## src/rtl/pla_pkg.sv

```systemverilog
package pla_pkg;

  typedef enum logic [1:0] {
    TGT_ROW  = 2'd0,
    TGT_POL  = 2'd1,
    TGT_NONE = 2'd2
  } cfg_tgt_e;

  // Number of programmable links for an array of the given size.
  function automatic int unsigned pla_link_count(input int unsigned n_in,
                                                 input int unsigned n_term,
                                                 input int unsigned n_out);
    return 2 * n_in * n_term + n_term * n_out + 2 * n_out;
  endfunction

  // Classify a configuration address.
  function automatic cfg_tgt_e pla_decode(input int unsigned addr,
                                          input int unsigned n_term,
                                          input int unsigned n_out);
    if (addr < n_term)              return TGT_ROW;
    else if (addr < n_term + n_out) return TGT_POL;
    else                            return TGT_NONE;
  endfunction

endpackage

```

## src/rtl/pla_link_store.sv

```systemverilog
module pla_link_store
  import pla_pkg::*;
#(
  parameter int N_IN   = 3,
  parameter int N_TERM = 4,
  parameter int N_OUT  = 2,
  parameter int AW     = 3,
  parameter int DW     = 2 * N_IN + N_OUT
) (
  input  logic                       clk,
  input  logic                       rst_n,
  input  logic                       cfg_we,
  input  logic [AW-1:0]              cfg_addr,
  input  logic [DW-1:0]              cfg_data,
  output logic [2*N_IN*N_TERM-1:0]   and_lk,
  output logic [N_TERM*N_OUT-1:0]    or_lk,
  output logic [2*N_OUT-1:0]         pol_lk,
  output logic [N_TERM-1:0]          row_wr,
  output logic [N_OUT-1:0]           pol_wr
);

  localparam int ROW_W     = 2 * N_IN;
  localparam int AND_BITS  = ROW_W * N_TERM;
  localparam int OR_BITS   = N_TERM * N_OUT;
  localparam int LINK_BITS = int'(pla_link_count(N_IN, N_TERM, N_OUT));
  localparam int OR_BASE   = AND_BITS;
  localparam int POL_BASE  = AND_BITS + OR_BITS;

  logic [LINK_BITS-1:0] fuse_q;
  cfg_tgt_e             tgt;

  // Address decode into one-hot write events.
  always_comb begin
    tgt    = pla_decode(int'(cfg_addr), N_TERM, N_OUT);
    row_wr = '0;
    pol_wr = '0;
    if (cfg_we) begin
      for (int t = 0; t < N_TERM; t++)
        if (tgt == TGT_ROW && int'(cfg_addr) == t) row_wr[t] = 1'b1;
      for (int j = 0; j < N_OUT; j++)
        if (tgt == TGT_POL && int'(cfg_addr) == N_TERM + j) pol_wr[j] = 1'b1;
    end
  end

  // Unprogrammed part: every link intact.
  always_ff @(posedge clk or negedge rst_n) begin
    if (!rst_n) begin
      fuse_q <= '1;
    end else begin
      for (int t = 0; t < N_TERM; t++) begin
        if (row_wr[t]) begin
          fuse_q[t*ROW_W +: ROW_W]         <= cfg_data[ROW_W-1:0];
          fuse_q[OR_BASE + t*N_OUT +: N_OUT] <= cfg_data[ROW_W +: N_OUT];
        end
      end
      for (int j = 0; j < N_OUT; j++) begin
        if (pol_wr[j]) fuse_q[POL_BASE + 2*j +: 2] <= cfg_data[1:0];
      end
    end
  end

  assign and_lk = fuse_q[AND_BITS-1:0];
  assign or_lk  = fuse_q[OR_BASE +: OR_BITS];
  assign pol_lk = fuse_q[POL_BASE +: 2*N_OUT];

endmodule

```

## src/rtl/pla_and_plane.sv

```systemverilog
module pla_and_plane #(
  parameter int N_IN   = 3,
  parameter int N_TERM = 4
) (
  input  logic [N_IN-1:0]            in_i,
  input  logic [2*N_IN*N_TERM-1:0]   and_lk,
  output logic [N_TERM-1:0]          term_hit
);

  localparam int ROW_W = 2 * N_IN;

  // An intact link passes its literal; a blown link behaves as a 1.
  function automatic logic eval_term(input logic [ROW_W-1:0] lk,
                                     input logic [N_IN-1:0]  x);
    logic p;
    p = 1'b1;
    for (int i = 0; i < N_IN; i++) begin
      if (lk[2*i]   && !x[i]) p = 1'b0;
      if (lk[2*i+1] &&  x[i]) p = 1'b0;
    end
    return p;
  endfunction

  for (genvar t = 0; t < N_TERM; t++) begin : g_term
    assign term_hit[t] = eval_term(and_lk[t*ROW_W +: ROW_W], in_i);
  end

endmodule

```

## src/rtl/pla_or_plane.sv

```systemverilog
module pla_or_plane #(
  parameter int N_TERM = 4,
  parameter int N_OUT  = 2
) (
  input  logic [N_TERM-1:0]         term_hit,
  input  logic [N_TERM*N_OUT-1:0]   or_lk,
  input  logic [2*N_OUT-1:0]        pol_lk,
  output logic [N_OUT-1:0]          sum_raw,
  output logic [N_OUT-1:0]          pol_inv,
  output logic [N_OUT-1:0]          out_o
);

  // Sum of the terms whose link to output j is intact.
  function automatic logic eval_sum(input logic [N_TERM-1:0]       hit,
                                    input logic [N_TERM*N_OUT-1:0] lk,
                                    input int                      j);
    logic s;
    s = 1'b0;
    for (int t = 0; t < N_TERM; t++)
      if (lk[t*N_OUT + j]) s = s | hit[t];
    return s;
  endfunction

  // XOR tie input: wired-OR of the link to 0 and the link to 1.
  function automatic logic tie_value(input logic [1:0] lk);
    return (lk[0] & 1'b0) | (lk[1] & 1'b1);
  endfunction

  for (genvar j = 0; j < N_OUT; j++) begin : g_out
    assign sum_raw[j] = eval_sum(term_hit, or_lk, j);
    assign pol_inv[j] = tie_value(pol_lk[2*j +: 2]);
    assign out_o[j]   = sum_raw[j] ^ pol_inv[j];
  end

endmodule

```

## src/rtl/pla_fuse_array.sv

```systemverilog
module pla_fuse_array #(
  parameter int N_IN   = 3,
  parameter int N_TERM = 4,
  parameter int N_OUT  = 2,
  parameter int AW     = ($clog2(N_TERM + N_OUT) < 1) ? 1 : $clog2(N_TERM + N_OUT),
  parameter int DW     = 2 * N_IN + N_OUT
) (
  input  logic            clk,
  input  logic            rst_n,
  input  logic            cfg_we,
  input  logic [AW-1:0]   cfg_addr,
  input  logic [DW-1:0]   cfg_data,
  input  logic [N_IN-1:0] in_i,
  output logic [N_OUT-1:0] out_o
);

  logic [2*N_IN*N_TERM-1:0] and_lk;
  logic [N_TERM*N_OUT-1:0]  or_lk;
  logic [2*N_OUT-1:0]       pol_lk;
  logic [N_TERM-1:0]        row_wr;
  logic [N_OUT-1:0]         pol_wr;
  logic [N_TERM-1:0]        term_hit;
  logic [N_OUT-1:0]         sum_raw;
  logic [N_OUT-1:0]         pol_inv;

  pla_link_store #(
    .N_IN(N_IN), .N_TERM(N_TERM), .N_OUT(N_OUT), .AW(AW), .DW(DW)
  ) u_store (
    .clk(clk), .rst_n(rst_n), .cfg_we(cfg_we), .cfg_addr(cfg_addr),
    .cfg_data(cfg_data), .and_lk(and_lk), .or_lk(or_lk), .pol_lk(pol_lk),
    .row_wr(row_wr), .pol_wr(pol_wr)
  );

  pla_and_plane #(.N_IN(N_IN), .N_TERM(N_TERM)) u_and (
    .in_i(in_i), .and_lk(and_lk), .term_hit(term_hit)
  );

  pla_or_plane #(.N_TERM(N_TERM), .N_OUT(N_OUT)) u_or (
    .term_hit(term_hit), .or_lk(or_lk), .pol_lk(pol_lk),
    .sum_raw(sum_raw), .pol_inv(pol_inv), .out_o(out_o)
  );

endmodule

```

## config.mk

```make
export PLATFORM = sky130hd
export DESIGN_NAME = pla_fuse_array
export DESIGN_NICKNAME = d
export VERILOG_FILES = /design/src/rtl/pla_pkg.sv /design/src/rtl/pla_link_store.sv /design/src/rtl/pla_and_plane.sv /design/src/rtl/pla_or_plane.sv /design/src/rtl/pla_fuse_array.sv
export SDC_FILE = /design/constraint.sdc
export NUM_CORES = 1
export LEC_CHECK = 0
export BUFFER_PORTS_ARGS = -buffer_cell sky130_fd_sc_hd__buf_2
export CORE_AREA = 2 2 59 61
export CTS_CLUSTER_DIAMETER = 30
export DETAILED_ROUTE_END_ITERATION = 7
export DIE_AREA = 0 0 61 63
export PLACE_DENSITY = 0.72
export SLEW_MARGIN = 10
export SYNTH_ARGS = -nofsm -noshare
export SYNTH_HDL_FRONTEND = slang
export SYNTH_SLANG_ARGS = --single-unit
```

## constraint.sdc

```tcl
create_clock -name clk -period 1.6 [get_ports clk]
set_clock_uncertainty 0.2 [all_clocks]
set_input_delay 0.4 -clock clk [delete_from_list [all_inputs] [get_ports clk]]
set_output_delay 0.4 -clock clk [all_outputs]
set_load 0.02 [all_outputs]
```

==> flow_metrics.py <==
metrics = {
    "global_routing": {
        "grt_pass1_wl_um": 4981,
        "grt_util_all_layers_pct": 18.44,
        "grt_max_degree": 35,
        "grt_pass1_vias": 980,
        "antenna_found_initial": 0,
        "overflow": 0,
    },
    "sta": {
        "finalCritPeriodShare_pct": 137.1,
        "slew_headroom_pct": 72.84,
        "setup_viol": 2,
        "setup_ws_ps": -593.6,
        "rsz0062_at_grt": "yes",
        "hold_violations": 0,
        "hold_ws_ps": 123.8,
        "slew_violations": 0,
        "worst_pin_slew_ps": 407.4,
        "period_needed_ps": 2194,
        "clock.fmax_mhz": 455.9,
    },
    "drt": {
        "drtIter0Drc": 28,
        "drc": 0,
        "routed_wl_um": 3089,
        "post_drt_wl_per_cell_um": 17.16,
        "antenna_left": 0,
        "dr.pass1.iters": 6,
        "via_per_inst": 5.472,
        "vias": 985,
    },
    "cells_and_area": {
        "final_cells": 180,
        "final_cell_mix": "mux2_2 (34), dfstp_2 (34), buf_2 (16), nand4_1 (10), mux2i_2 (7)",
        "regMostFlops": "u_store.fuse_q",
        "largest_register_ffs": 34,
        "fin_nets": 150,
        "drive_gt1_share_pct": 87.31,
        "syn2layout_area_growth_pct": 22.97,
        "n_antenna_cell": 0,
        "filler_cell_count": 251,
        "reg_top3": "u_store.fuse_q x34",
    },
    "clock_network": {
        "clockRootBuffer": "clkbuf_4",
        "clk_path_buf_depth": 2,
        "clock_latency_ps": 340,
        "clkTransAtPathRegs_ps": 100,
        "htree_levels": 2,
        "cts.sinks": 34,
        "cts_tree": "done",
        "numCtsBuffers": 5,
    },
    "job": {
        "drv_cap": 0,
    },
    "setup_path": {
        "r2r_start": "u_store.fuse_q[35]$_DFFE_PN1P_",
        "r2r_setup_slack_ps": 640,
        "ff2ff_path_depth": 1,
        "reg2reg_to": "u_store.fuse_q[35]$_DFFE_PN1P_",
        "cp_data_required_time_ps": 1000,
        "critPathKind": "flip-flop to primary output",
        "cp.arrival_ps": 1590,
        "cp-start-kind": "flip-flop",
        "crit_path_max_fanout": 2,
        "worstSetupEndpointType": "primary output",
    },
    "yosys": {
        "syn_avg_cell_area_sq_um": 15.24,
        "synth_top_area_share_pct": 56.35,
        "yosysUniqueCellTypes": 14,
        "yosys.area.top_type": "dfstp_2",
        "syn_inst": 104,
        "syn_area_sq_um": 1585,
        "ys_warn_count": 0,
        "seq_area_frac_synth_pct": 56.35,
        "ys_ff_latch": 34,
        "synthTopCellsByArea": "dfstp_2 (56%), mux2_2 (24%), mux2i_1 (7.6%), nand4_1 (3.9%), and4bb_2 (1.6%)",
        "synth_nets": 121,
    },
    "place": {
        "pre_cts_ws_ps": -554.5,
        "place_hpwl_um": 2258,
        "port_buffers": 18,
        "gp_congestion": 0.7887,
        "placed_cells": 172,
    },
    "power_and_ir_drop": {
        "p_per_area_nw_per_um2": 1251,
        "total_power_w": 0.002439,
        "peakVddDrop_v": 0.0006900,
        "power_leakage_nw": 0.7713,
    },
    "die": {
        "io_pins": 19,
        "initial_core_util_pct": 49.05,
        "dieArea_sq_um": 3843,
        "die_h_um": 63,
        "core-area_sq_um": 3232,
        "row_count": 21,
        "fp.dieW_um": 61,
    },
    "status": {
        "failed_checks": "negative setup slack",
        "outcome": "finished with violations",
    },
    "min_path": {
        "hold_path_depth": 2,
        "min-delay-path-class": "input pin to flip-flop",
        "min_to": "u_store.fuse_q[18]$_DFFE_PN1P_",
        "min_from": "cfg_data[0]",
    },
}
==> power by group <==
group	switching [W]	internal (W)	total [W]
sequential	0.000141	0.00119	0.00133
combinational	0.000266	0.000348	0.000614
clock	0.000281	0.000213	0.000494
==> metal layers <==
| metal | vias to the layer above | wire [um] | global-route usage [%] |
|---|---|---|---|
| li1 | 447 | - | - |
| met4 | 0 | 72 | 8.424 |
| met1 | 502 | 1356 | 24.06 |
| met5 | - | 0 | 0 |
| met3 | 7 | 132 | 6.211 |
| met2 | 29 | 1527 | 27.28 |
==> area by class of cell <==
cell class	instances	area (sq um)	share of cell area (%)
sequential	34	893.4	45.83
clock buffer	7	55.05	2.824
clock inverter	1	5.005	0.2567
multi-input combinational	65	730.7	37.48
timing repair buffer	27	207.7	10.65
tap	46	57.56	2.953
==> stage by stage <==
step,instance area [sq um],setup TNS (ps),utilization (%)
3_3_place_gp,1826,-1304,56.48
3_5_place_dp,1826,-1806,56.48
6_report,1949,-1157,60.32
5_1_grt,1949,-1264,60.32
4_1_cts,1937,-1175,59.93
2_1_floorplan,1630,-464.6,-
==> what timing repair did <==
item                                    4_1_cts  5_1_grt
endpoints found under the setup margin        2        2
gates resized for setup                      13        2
hold buffers                                  0        0
pin swaps                                    10        2
buffers inserted                              0        0
==> worst max path at each step <==
stage	from	to	slack, ps	cells after the start
floorplan	in_i[1]	out_o[0]	-230	5
finish	u_store.fuse_q[19]$_DFFE_PN1P_	out_o[1]	-590	5
global route	u_store.fuse_q[8]$_DFFE_PN1P_	out_o[1]	-640	5
detailed placement	in_i[0]	out_o[1]	-550	6
CTS	u_store.fuse_q[2]$_DFFE_PN1P_	out_o[1]	-610	5
global placement	in_i[2]	out_o[0]	-430	6
==> critical path, cell delays in order, from the launching register on <==
cell and delay (ps):
dfstp_2 570, mux2i_4 80, nand4_1 110, nand4_1 170
xor2_2 190, buf_6 130
==> logic make-up (layout without fill, tap and decap cells) <==
logic type | count (synthesis) | after routing | synth area share [%]
DFF | 34 | 34 | 56.35
and+or+nand+nor | 17 | 17 | 9.075
muxes | 46 | 46 | 31.73
xor gates and xnor gates | 2 | 2 | 1.105
buffers and inverters | 5 | 35 | 1.736
==> synthesized netlist by cell type (all sizes together) <==
| cell type | number |
|---|---|
| dfstp | 34 |
| nor4b | 1 |
| xor2 | 2 |
| mux2i | 12 |
| and4bb | 2 |
| clkbuf | 3 |
| nand4 | 10 |
| nand2 | 1 |
| mux2 | 34 |
| buf | 2 |
| nor3 | 1 |
| nand4b | 2 |
No activity file was read; power rests on OpenSTA's default activity.
